<file path="src/rtl/gpio8_pkg.sv">
package gpio8_pkg;
  localparam int REG_AW = 7;

  typedef enum logic [1:0] {
    PM_PUSH   = 2'd0,
    PM_IN     = 2'd1,
    PM_ODRAIN = 2'd2,
    PM_OSRC   = 2'd3
  } pin_mode_e;

  localparam logic [REG_AW-1:0] OFF_MODE    = 7'h00;
  localparam logic [REG_AW-1:0] OFF_IEN     = 7'h04;
  localparam logic [REG_AW-1:0] OFF_PSW     = 7'h08;
  localparam logic [REG_AW-1:0] OFF_DOUT    = 7'h0C;
  localparam logic [REG_AW-1:0] OFF_DIN     = 7'h10;
  localparam logic [REG_AW-1:0] OFF_SET     = 7'h14;
  localparam logic [REG_AW-1:0] OFF_CLR     = 7'h18;
  localparam logic [REG_AW-1:0] OFF_TGL     = 7'h1C;
  localparam logic [REG_AW-1:0] OFF_SEL0    = 7'h20;
  localparam logic [REG_AW-1:0] OFF_MODE_LO = 7'h40;
  localparam logic [REG_AW-1:0] OFF_MODE_HI = 7'h44;
endpackage

</file>
<file path="src/rtl/gpio8_sync.sv">
module gpio8_sync #(
  parameter int W      = 8,
  parameter int STAGES = 2
) (
  input  logic         clk_i,
  input  logic         rst_ni,
  input  logic [W-1:0] d_i,
  output logic [W-1:0] q_o
);
  logic [W-1:0] stg_q [STAGES];

  generate
    for (genvar s = 0; s < STAGES; s++) begin : g_stage
      always_ff @(posedge clk_i or negedge rst_ni) begin
        if (!rst_ni) stg_q[s] <= '0;
        else if (s == 0) stg_q[s] <= d_i;
        else stg_q[s] <= stg_q[(s == 0) ? 0 : s-1];
      end
    end
  endgenerate

  assign q_o = stg_q[STAGES-1];
endmodule

</file>
<file path="src/rtl/gpio8_pin.sv">
module gpio8_pin
  import gpio8_pkg::*;
#(
  parameter int SEL_W = 3,
  localparam int NSRC = 1 << SEL_W
) (
  input  pin_mode_e        mode_i,
  input  logic             psw_i,
  input  logic             dout_i,
  input  logic [SEL_W-1:0] sel_i,
  input  logic [NSRC-1:0]  periph_i,
  input  logic             ien_i,
  output logic             pad_out_o,
  output logic             pad_oe_o,
  output logic             pad_ie_o
);
  logic eff;

  assign eff = psw_i ? periph_i[sel_i] : dout_i;

  always_comb begin
    pad_out_o = 1'b0;
    pad_oe_o  = 1'b0;
    unique case (mode_i)
      PM_PUSH:   begin pad_out_o = eff;  pad_oe_o = 1'b1; end
      PM_IN:     begin pad_out_o = 1'b0; pad_oe_o = 1'b0; end
      PM_ODRAIN: begin pad_out_o = 1'b0; pad_oe_o = ~eff; end
      PM_OSRC:   begin pad_out_o = 1'b1; pad_oe_o = eff;  end
      default:   begin pad_out_o = 1'b0; pad_oe_o = 1'b0; end
    endcase
  end

  assign pad_ie_o = ien_i;
endmodule

</file>
<file path="src/rtl/gpio8_regs.sv">
module gpio8_regs
  import gpio8_pkg::*;
#(
  parameter int NPIN  = 8,
  parameter int SEL_W = 3,
  parameter int DW    = 32,
  localparam int MW   = 2 * NPIN,
  localparam int HW   = MW / 2
) (
  input  logic               clk_i,
  input  logic               rst_ni,
  input  logic               req_i,
  input  logic               we_i,
  input  logic [REG_AW-1:0]  addr_i,
  input  logic [DW-1:0]      wdata_i,
  input  logic [NPIN-1:0]    din_i,
  output logic [MW-1:0]      mode_o,
  output logic [NPIN-1:0]    ien_o,
  output logic [NPIN-1:0]    psw_o,
  output logic [NPIN-1:0]    dout_o,
  output logic [NPIN*SEL_W-1:0] sel_o,
  output logic [DW-1:0]      rdata_o
);
  logic [MW-1:0]    mode_q;
  logic [NPIN-1:0]  ien_q, psw_q, dout_q;
  logic [SEL_W-1:0] sel_q [NPIN];
  logic             wr;
  logic [NPIN-1:0]  wbits;
  logic             unused_wdata;

  assign wr    = req_i & we_i;
  assign wbits = wdata_i[NPIN-1:0];
  assign unused_wdata = ^wdata_i[DW-1:MW];

  always_ff @(posedge clk_i or negedge rst_ni) begin
    if (!rst_ni) begin
      mode_q <= '0;
      ien_q  <= '0;
      psw_q  <= '0;
      dout_q <= '0;
      for (int n = 0; n < NPIN; n++) sel_q[n] <= '0;
    end else if (wr) begin
      case (addr_i)
        OFF_MODE:    mode_q <= wdata_i[MW-1:0];
        OFF_MODE_LO: mode_q[HW-1:0] <= wdata_i[HW-1:0];
        OFF_MODE_HI: mode_q[MW-1:HW] <= wdata_i[HW-1:0];
        OFF_IEN:     ien_q  <= wbits;
        OFF_PSW:     psw_q  <= wbits;
        OFF_DOUT:    dout_q <= wbits;
        OFF_SET:     dout_q <= dout_q | wbits;
        OFF_CLR:     dout_q <= dout_q & ~wbits;
        OFF_TGL:     dout_q <= dout_q ^ wbits;
        default: ;
      endcase
      for (int n = 0; n < NPIN; n++)
        if (addr_i == REG_AW'(OFF_SEL0 + 4*n)) sel_q[n] <= wdata_i[SEL_W-1:0];
    end
  end

  always_comb begin
    rdata_o = '0;
    case (addr_i)
      OFF_MODE:    rdata_o = DW'(mode_q);
      OFF_MODE_LO: rdata_o = DW'(mode_q[HW-1:0]);
      OFF_MODE_HI: rdata_o = DW'(mode_q[MW-1:HW]);
      OFF_IEN:     rdata_o = DW'(ien_q);
      OFF_PSW:     rdata_o = DW'(psw_q);
      OFF_DOUT:    rdata_o = DW'(dout_q);
      OFF_DIN:     rdata_o = DW'(din_i & ien_q);
      default: ;
    endcase
    for (int n = 0; n < NPIN; n++)
      if (addr_i == REG_AW'(OFF_SEL0 + 4*n)) rdata_o = DW'(sel_q[n]);
  end

  assign mode_o = mode_q;
  assign ien_o  = ien_q;
  assign psw_o  = psw_q;
  assign dout_o = dout_q;
  generate
    for (genvar n = 0; n < NPIN; n++) begin : g_sel_out
      assign sel_o[n*SEL_W +: SEL_W] = sel_q[n];
    end
  endgenerate

  assert_set_R9: assert property (@(posedge clk_i) disable iff (!rst_ni)
    (wr && addr_i == OFF_SET) |=> ((dout_o & $past(wbits)) == $past(wbits)));
  assert_clr_R9: assert property (@(posedge clk_i) disable iff (!rst_ni)
    (wr && addr_i == OFF_CLR) |=> ((dout_o & $past(wbits)) == '0));
  assert_tgl_R9: assert property (@(posedge clk_i) disable iff (!rst_ni)
    (wr && addr_i == OFF_TGL) |=> (dout_o == ($past(dout_o) ^ $past(wbits))));
  assert_strobe_rd_zero_R9: assert property (@(posedge clk_i) disable iff (!rst_ni)
    (addr_i == OFF_SET || addr_i == OFF_CLR || addr_i == OFF_TGL) |-> (rdata_o == '0));
  assert_mode_hold_R2: assert property (@(posedge clk_i) disable iff (!rst_ni)
    !wr |=> $stable(mode_o));
  assert_din_gate_R8: assert property (@(posedge clk_i) disable iff (!rst_ni)
    (addr_i == OFF_DIN) |-> ((rdata_o[NPIN-1:0] & ~ien_o) == '0));
endmodule

</file>
<file path="src/rtl/gpio8_ctrl.sv">
module gpio8_ctrl
  import gpio8_pkg::*;
#(
  parameter int NPIN  = 8,
  parameter int SEL_W = 3,
  parameter int DW    = 32,
  localparam int NSRC = 1 << SEL_W
) (
  input  logic              clk_i,
  input  logic              rst_ni,
  input  logic              req_i,
  input  logic              we_i,
  input  logic [REG_AW-1:0] addr_i,
  input  logic [DW-1:0]     wdata_i,
  output logic [DW-1:0]     rdata_o,
  input  logic [NSRC-1:0]   periph_i,
  input  logic [NPIN-1:0]   pad_in_i,
  output logic [NPIN-1:0]   pad_out_o,
  output logic [NPIN-1:0]   pad_oe_o,
  output logic [NPIN-1:0]   pad_ie_o
);
  logic [2*NPIN-1:0]     mode;
  logic [NPIN-1:0]       ien, psw, dout, din_sync;
  logic [NPIN*SEL_W-1:0] sel;

  gpio8_sync #(.W(NPIN), .STAGES(2)) u_sync (
    .clk_i (clk_i),
    .rst_ni(rst_ni),
    .d_i   (pad_in_i),
    .q_o   (din_sync)
  );

  gpio8_regs #(.NPIN(NPIN), .SEL_W(SEL_W), .DW(DW)) u_regs (
    .clk_i  (clk_i),
    .rst_ni (rst_ni),
    .req_i  (req_i),
    .we_i   (we_i),
    .addr_i (addr_i),
    .wdata_i(wdata_i),
    .din_i  (din_sync),
    .mode_o (mode),
    .ien_o  (ien),
    .psw_o  (psw),
    .dout_o (dout),
    .sel_o  (sel),
    .rdata_o(rdata_o)
  );

  generate
    for (genvar n = 0; n < NPIN; n++) begin : g_pin
      gpio8_pin #(.SEL_W(SEL_W)) u_pin (
        .mode_i   (pin_mode_e'(mode[2*n +: 2])),
        .psw_i    (psw[n]),
        .dout_i   (dout[n]),
        .sel_i    (sel[n*SEL_W +: SEL_W]),
        .periph_i (periph_i),
        .ien_i    (ien[n]),
        .pad_out_o(pad_out_o[n]),
        .pad_oe_o (pad_oe_o[n]),
        .pad_ie_o (pad_ie_o[n])
      );

      assert_push_R3: assert property (@(posedge clk_i) disable iff (!rst_ni)
        (mode[2*n +: 2] == 2'd0 && !psw[n]) |-> (pad_oe_o[n] && pad_out_o[n] == dout[n]));
      assert_odrain_R5: assert property (@(posedge clk_i) disable iff (!rst_ni)
        (mode[2*n +: 2] == 2'd2) |-> !(pad_oe_o[n] && pad_out_o[n]));
      assert_osrc_R6: assert property (@(posedge clk_i) disable iff (!rst_ni)
        (mode[2*n +: 2] == 2'd3) |-> !(pad_oe_o[n] && !pad_out_o[n]));
      assert_input_R7: assert property (@(posedge clk_i) disable iff (!rst_ni)
        (mode[2*n +: 2] == 2'd1) |-> !pad_oe_o[n]);
    end
  endgenerate
endmodule

</file>
<file path="config.mk">
export PLATFORM = sky130hd
export DESIGN_NAME = gpio8_ctrl
export DESIGN_NICKNAME = d
export VERILOG_FILES = /design/src/rtl/gpio8_pkg.sv /design/src/rtl/gpio8_sync.sv /design/src/rtl/gpio8_pin.sv /design/src/rtl/gpio8_regs.sv /design/src/rtl/gpio8_ctrl.sv
export SDC_FILE = /design/constraint.sdc
export NUM_CORES = 1
export LEC_CHECK = 0
export BUFFER_PORTS_ARGS = -buffer_cell sky130_fd_sc_hd__buf_2
export CAP_MARGIN = 20
export CORE_MARGIN = 2
export CORE_UTILIZATION = 50
export CTS_CLUSTER_DIAMETER = 120
export DETAILED_ROUTE_END_ITERATION = 6
export PLACE_DENSITY = 0.74
export SLEW_MARGIN = 20
export SYNTH_ARGS = -nofsm -noshare
export SYNTH_HDL_FRONTEND = slang
export SYNTH_HIERARCHICAL = 1
export SYNTH_SLANG_ARGS = --single-unit
export TNS_END_PERCENT = 1
</file>
<file path="constraint.sdc">
create_clock -name clk_i -period 2.4 [get_ports clk_i]
set_input_delay 0.24 -clock clk_i [delete_from_list [all_inputs] [get_ports clk_i]]
set_output_delay 0.24 -clock clk_i [all_outputs]
set_load 0.02 [all_outputs]
</file>
==> results of run 1 <==
[kinds of logic (layout without fill, tap and decap cells)]
family	count (synthesis)	after routing
buffers and inverters	69	144
flip-flops	80	80
AO/OA/AOI/OAI	138	138
multiplexers	63	63
adder cells (fa/ha/maj)	16	16
AND/OR/NAND/NOR	129	129
XOR/XNOR	8	8
other	1	16
[worst max-delay path: stages (launching register included)]
cell and delay (ns):
dfrtp_1 0.46, mux2_2 0.30, a32o_1 0.25, a222oi_1 0.41, o21ai_1 0.16, buf_2 0.18
[repair_timing]
item | in CTS | in global routing
setup endpoints to repair | 8 | 16
endpoints found under the hold margin | 50 | 0
pin swaps | 0 | 0
hold buffers | 9 | 0
resized for setup | 7 | 14
[flip-flops by register name (all words and copies together) (netlist names)]
name	cells
u_regs/mode_o	16
u_sync/q_o	8
u_regs/dout_o	8
u_regs/ien_o	8
u_regs/psw_o	8
u_sync/stg_q	8
u_regs/sel_o	24
[cell usage after synthesis (6+ instances only)]
cell	number	area share
o21ai_2	8	0.013
xnor2_1	8	0.013
o211ai_1	7	0.0099
dfrtp_1	80	0.38
a2111oi_1	8	0.015
mux2i_1	11	0.021
a31oi_1	8	0.0094
nand2_1	29	0.021
a222oi_1	6	0.011
buf_2	7	0.0066
o22ai_1	9	0.011
inv_1	17	0.012
a22oi_1	9	0.013
buf_4	35	0.050
nor2_1	46	0.033
o21ai_0	27	0.025
and3_1	17	0.020
clkbuf_1	6	0.0042
a21o_1	9	0.013
a21oi_1	30	0.028
mux2_2	36	0.076
mux4_1	16	0.079
ha_1	16	0.038
[layer usage]
metal	global-route usage	routed length (um)
met1	0.370	6370
met2	0.416	6780
met3	0.0426	970
met4	0.0955	355
met5	0	0
[final timing paths]
path,start,end
min reg2reg,u_sync/stg_q[14]$_DFF_PN0_,u_sync/q_o[6]$_DFF_PN0_
min in group asynchronous,rst_ni,u_regs/sel_o[4]$_DFFE_PN0P_
max,u_regs/dout_o[2]$_DFFE_PN0P_,rdata_o[2]
max in group asynchronous,rst_ni,u_regs/sel_o[9]$_DFFE_PN0P_
min,wdata_i[7],u_regs/psw_o[7]$_DFFE_PN0P_
max reg2reg,u_regs/dout_o[2]$_DFFE_PN0P_,u_regs/dout_o[2]$_DFFE_PN0P_
[power groups by stage]
stage / Combinational [mW] / Sequential, mW / Clock, mW
floorplan: 0.541 / 1.57 / 0
global placement: 0.726 / 1.61 / 0
detailed placement: 0.750 / 1.62 / 0
CTS: 0.775 / 1.60 / 1.06
global route: 0.878 / 1.62 / 1.12
finish: 0.800 / 1.60 / 1.05
[cell type report]
class,count,area [um2],share of cell area
Clock inverter,7,77.6,0.0127
Tap cell,136,170,0.0279
Clock buffer,9,124,0.0203
Sequential cell,80,2000,0.328
Multi-Input combinational cell,370,3000,0.492
Timing Repair Buffer,111,661,0.108
Inverter,17,63.8,0.0105
[through the flow]
stage	area, um2	setup slack [ns]	std cells	util
after floorplan	5360	0.414	519	-
after global placement	5740	0.219	705	0.556
after detailed placement	5740	0.221	705	0.556
after CTS	6050	0.00220	730	0.586
after global routing	6100	-0.0507	730	0.591
final	6100	0.0268	730	0.591
==> key figures, run 1 <==
Status
  • Outcome: finished, final reports clean

Setup path
  • Critical Path RT: around 2.2 ns
  • CP startpoint kind: register
  • Worst R2R Path Depth: 4
  • CP max FO: 6
  • R2R Setup Slk: between 1 and 1.5 ns
  • Worst Setup End Kind: output pin
  • Worst EP arrival: between 2 and 2.5 ns
  • Crit path kind: register to output pin

Place
  • IO buf count: about 80
  • Dpl hpwl: approximately 11 mm
  • Placer Congestion: roughly 1.0

Timing
  • Tmin final: around 2.4 ns
  • Final clock period utilization by the worst path: 0.989
  • Worst-margin pin slew: approximately 0.57 ns
  • Total negative slack: 0 ns
  • Fin Clk Skew: a little over 0.007 ns
  • Max frequency: about 420 MHz
  • Final count of negative-setup-slack endpoints: 0
  • Max-slew violation count: 0
  • Slew HR: 0.619
  • Final Hold Vio Count: 0
  • RSZ-0062 raised after global routing: true
  • Worst hold slack: between 0.15 and 0.2 ns

Die
  • Die Y: roughly 110 um
  • Std cell rows: 37
  • I/O pins: about 120
  • Initial Util: 0.514
  • Die W: around 110 um
  • Core ar.: ~10000 um2
  • Die Area: ~11000 um2

Detailed routing
  • Routed length per instance: about 20 um
  • Vias per cell: between 6 and 7
  • First DRT Iteration DRCs: between 200 and 300
  • Final wirelength: roughly 14 mm
  • Number of routed nets with antenna violations: 0
  • Vias: ~4400
  • DR pass1 iterations: 6
  • # DRC: 0

Final layout
  • N_diodes: 0
  • Most frequent cells in the layout: buf_2, dfrtp_1, nor2_1
  • Share of cells above drive strength 1: 0.328
  • Net count, final: around 660
  • Filler cell count: approximately 880
  • Synth-to-layout area growth: 15.0%

Power and ir drop
  • Sw Share: 0.337
  • Pwr dens: 565 nW/um2
  • Sw power: roughly 1.2 mW
  • Worst vdd ir: 0.000333 V
  • Clock power frac: 0.303
  • Tot Pwr: approximately 3.5 mW
  • Sequential share of power: 0.465
  • Pint: around 2.3 mW
  • Gate power share: 0.232
  • LEAKAGE: between 2 and 3 nW

Clocking
  • CTS tree: built
  • H-Tree Level Count: 3
  • Root Buffer: clkbuf_8
  • Clock sinks: 80
  • Postcts setup bufs: 0
  • Max Buffers Root-to-Sink: 2
  • TritonCTS buffer count: 9
  • Clk_lat worst skew: around 0.37 ns
  • Reg clk slew, reported paths: about 0.10 ns

Synthesis
  • Synth Area per Inst: 10.5 um2
  • Synth Warn #: 6
  • Main combinational cell family by area after synthesis: compound AO/OA/AOI/OAI gates
  • Most used DFF post-synth: dfrtp_1
  • Simple-Gate Fraction of Synth Area: 0.136
  • Syn Std Cell Area: between 5000 and 6000 um2
  • Post-Synth XOR/XNOR Area: 0.0132
  • Post-synthesis sequential area ratio: 0.377
  • Synth Register Bits: 80
  • Compound-Gate Fraction of Synth Area: 0.179
  • Mux cell area share after synthesis: 0.176
  • Synth cell types: 64
  • Synth Area in Adders: 0.0377
  • Asr flop ratio synth: 1.00
  • Number of flops mapped to enable cells by yosys: 0
  • Synth Instances: approximately 500

Global route
  • Initial antenna violation count: 0
  • Gr usage total: 0.264
  • First-pass GRT wire length: ~23 mm
  • Largest net degree at the start of global routing: between 40 and 50
  • Gr ovfl total: 0
  • Vias in the first global route: between 4000 and 5000

Hold path
  • Hold Path Class: primary input to register
  • Hold path depth: 2

Job
  • Max-cap violations: 0
(Power assumes the default switching activity.)
==> run 2: changes to the inputs <==
--- a/config.mk
+++ b/config.mk
@@ -9,7 +9,9 @@
 export CAP_MARGIN = 20
+export CELL_PAD_IN_SITES_DETAIL_PLACEMENT = 0
+export CELL_PAD_IN_SITES_GLOBAL_PLACEMENT = 1
 export CORE_MARGIN = 2
-export CORE_UTILIZATION = 50
+export CORE_UTILIZATION = 43
 export CTS_CLUSTER_DIAMETER = 120
 export DETAILED_ROUTE_END_ITERATION = 6
-export PLACE_DENSITY = 0.74
+export PLACE_DENSITY_LB_ADDON = 0.1
 export SLEW_MARGIN = 20
==> constraint.sdc (replaced) <==
create_clock -name clk_i -period 2.4 [get_ports clk_i]
set_input_delay 0.48 -clock clk_i [delete_from_list [all_inputs] [get_ports clk_i]]
set_output_delay 0.48 -clock clk_i [all_outputs]
set_load 0.02 [all_outputs]
==> run 2 against run 1 <==
Against the previous run: the run now ends with negative setup slack left; power increased by 12%; sequential cell count is the same; cell count increased by 6.0%; largest cell class unchanged; first-iteration DRC count up 5.1%; clock-buffer cell count stayed put; setup slack lost 0.17 ns; clock skew shrank 0.0069 ns.
==> key figures, run 2 (synthesis results as in run 1) <==
Die
  • Std cell rows: 40
  • Die Area: 13200 um2
  • Initial Util: 0.442
  • Die Y: between 100 and 150 um
  • I/O pins: roughly 120
  • Core ar.: about 12000 um2
  • Die W: around 120 um

Detailed routing
  • DR pass1 iterations: 5
  • Vias per cell: around 5.7
  • Final wirelength: around 16 mm
  • Number of routed nets with antenna violations: 0
  • Routed length per instance: roughly 20 um
  • First DRT Iteration DRCs: 310
  • # DRC: 0
  • Vias: 4429

Timing
  • Final Hold Vio Count: 0
  • Setup WS post-layout: -0.143 ns
  • Tmin final: around 2.5 ns
  • Max-slew violation count: 0
  • Fin Clk Skew: roughly 0.00036 ns
  • Worst-margin pin slew: ~0.55 ns
  • RSZ-0062 raised after global routing: true
  • Total negative slack: -1.53 ns
  • Final count of negative-setup-slack endpoints: 22
  • Max frequency: about 400 MHz
  • Final clock period utilization by the worst path: 1.06
  • Slew HR: 0.632

Global route
  • Gr ovfl total: 0
  • Initial antenna violation count: 0
  • Largest net degree at the start of global routing: between 40 and 50
  • Gr usage total: 0.246
  • First-pass GRT wire length: 24.1 mm
  • Vias in the first global route: approximately 4200

Power and ir drop
  • Worst vdd ir: ~0.00047 V
  • Pwr dens: about 590 nW/um2
  • Tot Pwr: around 3.9 mW
  • LEAKAGE: 3.08 nW

Clocking
  • Reg clk slew, reported paths: 0.07 ns
  • Root Buffer: clkbuf_16
  • Max Buffers Root-to-Sink: 2
  • Clock sinks: 80
  • TritonCTS buffer count: 9
  • Clk_lat worst skew: around 0.34 ns
  • CTS tree: built
  • H-Tree Level Count: 3

Setup path
  • CP startpoint kind: register
  • Cell family with most CP delay: compound AO/OA/AOI/OAI gates
  • Critical Path RT: ~1.9 ns
  • Critical path cell sequence: mux2_2, a32o_1, a222oi_1, o21ai_1, buf_4
  • CP max stage delay: 0.46 ns
  • Worst EP arrival: roughly 2.1 ns
  • Worst Setup End Kind: output pin
  • CP max stage cell: dfrtp_1
  • Worst Path Buf+Inv: 1
  • Crit path kind: register to output pin
  • CP max FO: 6

Final layout
  • Synth-to-layout area growth: 23.4%
  • Share of cells above drive strength 1: 0.413
  • Commonest non-fill, non-tap cell in the layout: dfrtp_1
  • Max reg flops: 24
  • Most frequent cells in the layout: dfrtp_1, buf_4, buf_2
  • N_diodes: 0
  • Final core occ: 0.545
  • Filler cell count: between 1000 and 1500
  • Net count, final: between 600 and 700

Hold path
  • Hold Path Class: primary input to async pin

Status
  • Outcome: complete, but fails checks
  • Failing checks: negative setup slack

Job
  • Max-cap violations: 0

Place
  • Placer Congestion: around 0.90
  • Dpl hpwl: around 12 mm
  • IO buf count: between 80 and 90
[run 2: cell type report]
cell class / count / area [um2] / area share
clock buffer: 9 / 225 / 0.0344
sequential: 80 / 2010 / 0.307
tap: 147 / 184 / 0.0281
timing repair buffer: 144 / 987 / 0.151
multi-input combinational: 370 / 3020 / 0.461
inverter: 17 / 63.8 / 0.00975
clock inverter: 7 / 60.1 / 0.00917
[run 2: metrics by stage]
stage          setup slack [ns]  cells  hold slack, ns  instance area, um2
6_report                 -0.143    774           0.107                6550
5_1_grt                  -0.254    774           0.146                6550
4_1_cts                  -0.160    774           0.134                6510
3_5_place_dp             -0.198    750           0.335                6030
3_3_place_gp             -0.151    750           0.332                6030
2_1_floorplan           -0.0174    519           0.184                5380
[run 2: worst paths after layout]
path                                              start                            to  slack (ns)  cells past startpoint
setup / recovery            u_regs/psw_o[2]$_DFFE_PN0P_                    rdata_o[2]       -0.14                      5
hold / removal                                   rst_ni  u_regs/sel_o[14]$_DFFE_PN0P_        0.11                      1
setup reg to reg           u_regs/dout_o[1]$_DFFE_PN0P_  u_regs/dout_o[1]$_DFFE_PN0P_        1.21                      4
hold reg to reg               u_sync/stg_q[9]$_DFF_PN0_       u_sync/q_o[1]$_DFF_PN0_        0.35                      0
max in group asynchronous                        rst_ni   u_regs/sel_o[9]$_DFFE_PN0P_        1.68                      2
min in group clk_i                          pad_in_i[5]    u_sync/stg_q[13]$_DFF_PN0_        0.24                      1
[run 2: power breakdown]
part | internal, mW | switching, mW
sequential | 1.46 | 0.161
clock | 0.719 | 0.610
combinational | 0.424 | 0.486
[run 2: metal layers]
layer | part of all wire | global-route usage | wire [um]
met1 | 0.46 | 0.354 | 7290
met2 | 0.47 | 0.384 | 7310
met3 | 0.056 | 0.0353 | 884
met5 | 0 | 0 | 0
met4 | 0.014 | 0.0811 | 218
[run 2: repair_timing]
action,4_1_cts,5_1_grt
buffers inserted,8,0
pin swaps,10,1
gates resized for setup,58,13
hold buffers,0,0
endpoints found under the setup margin,24,24
[run 2: worst register-to-register path: stages, from the launching register on]
cell,delay [ns]
dfrtp_1,0.49
inv_1,0.08
ha_1,0.28
a21oi_1,0.12
a31oi_1,0.10
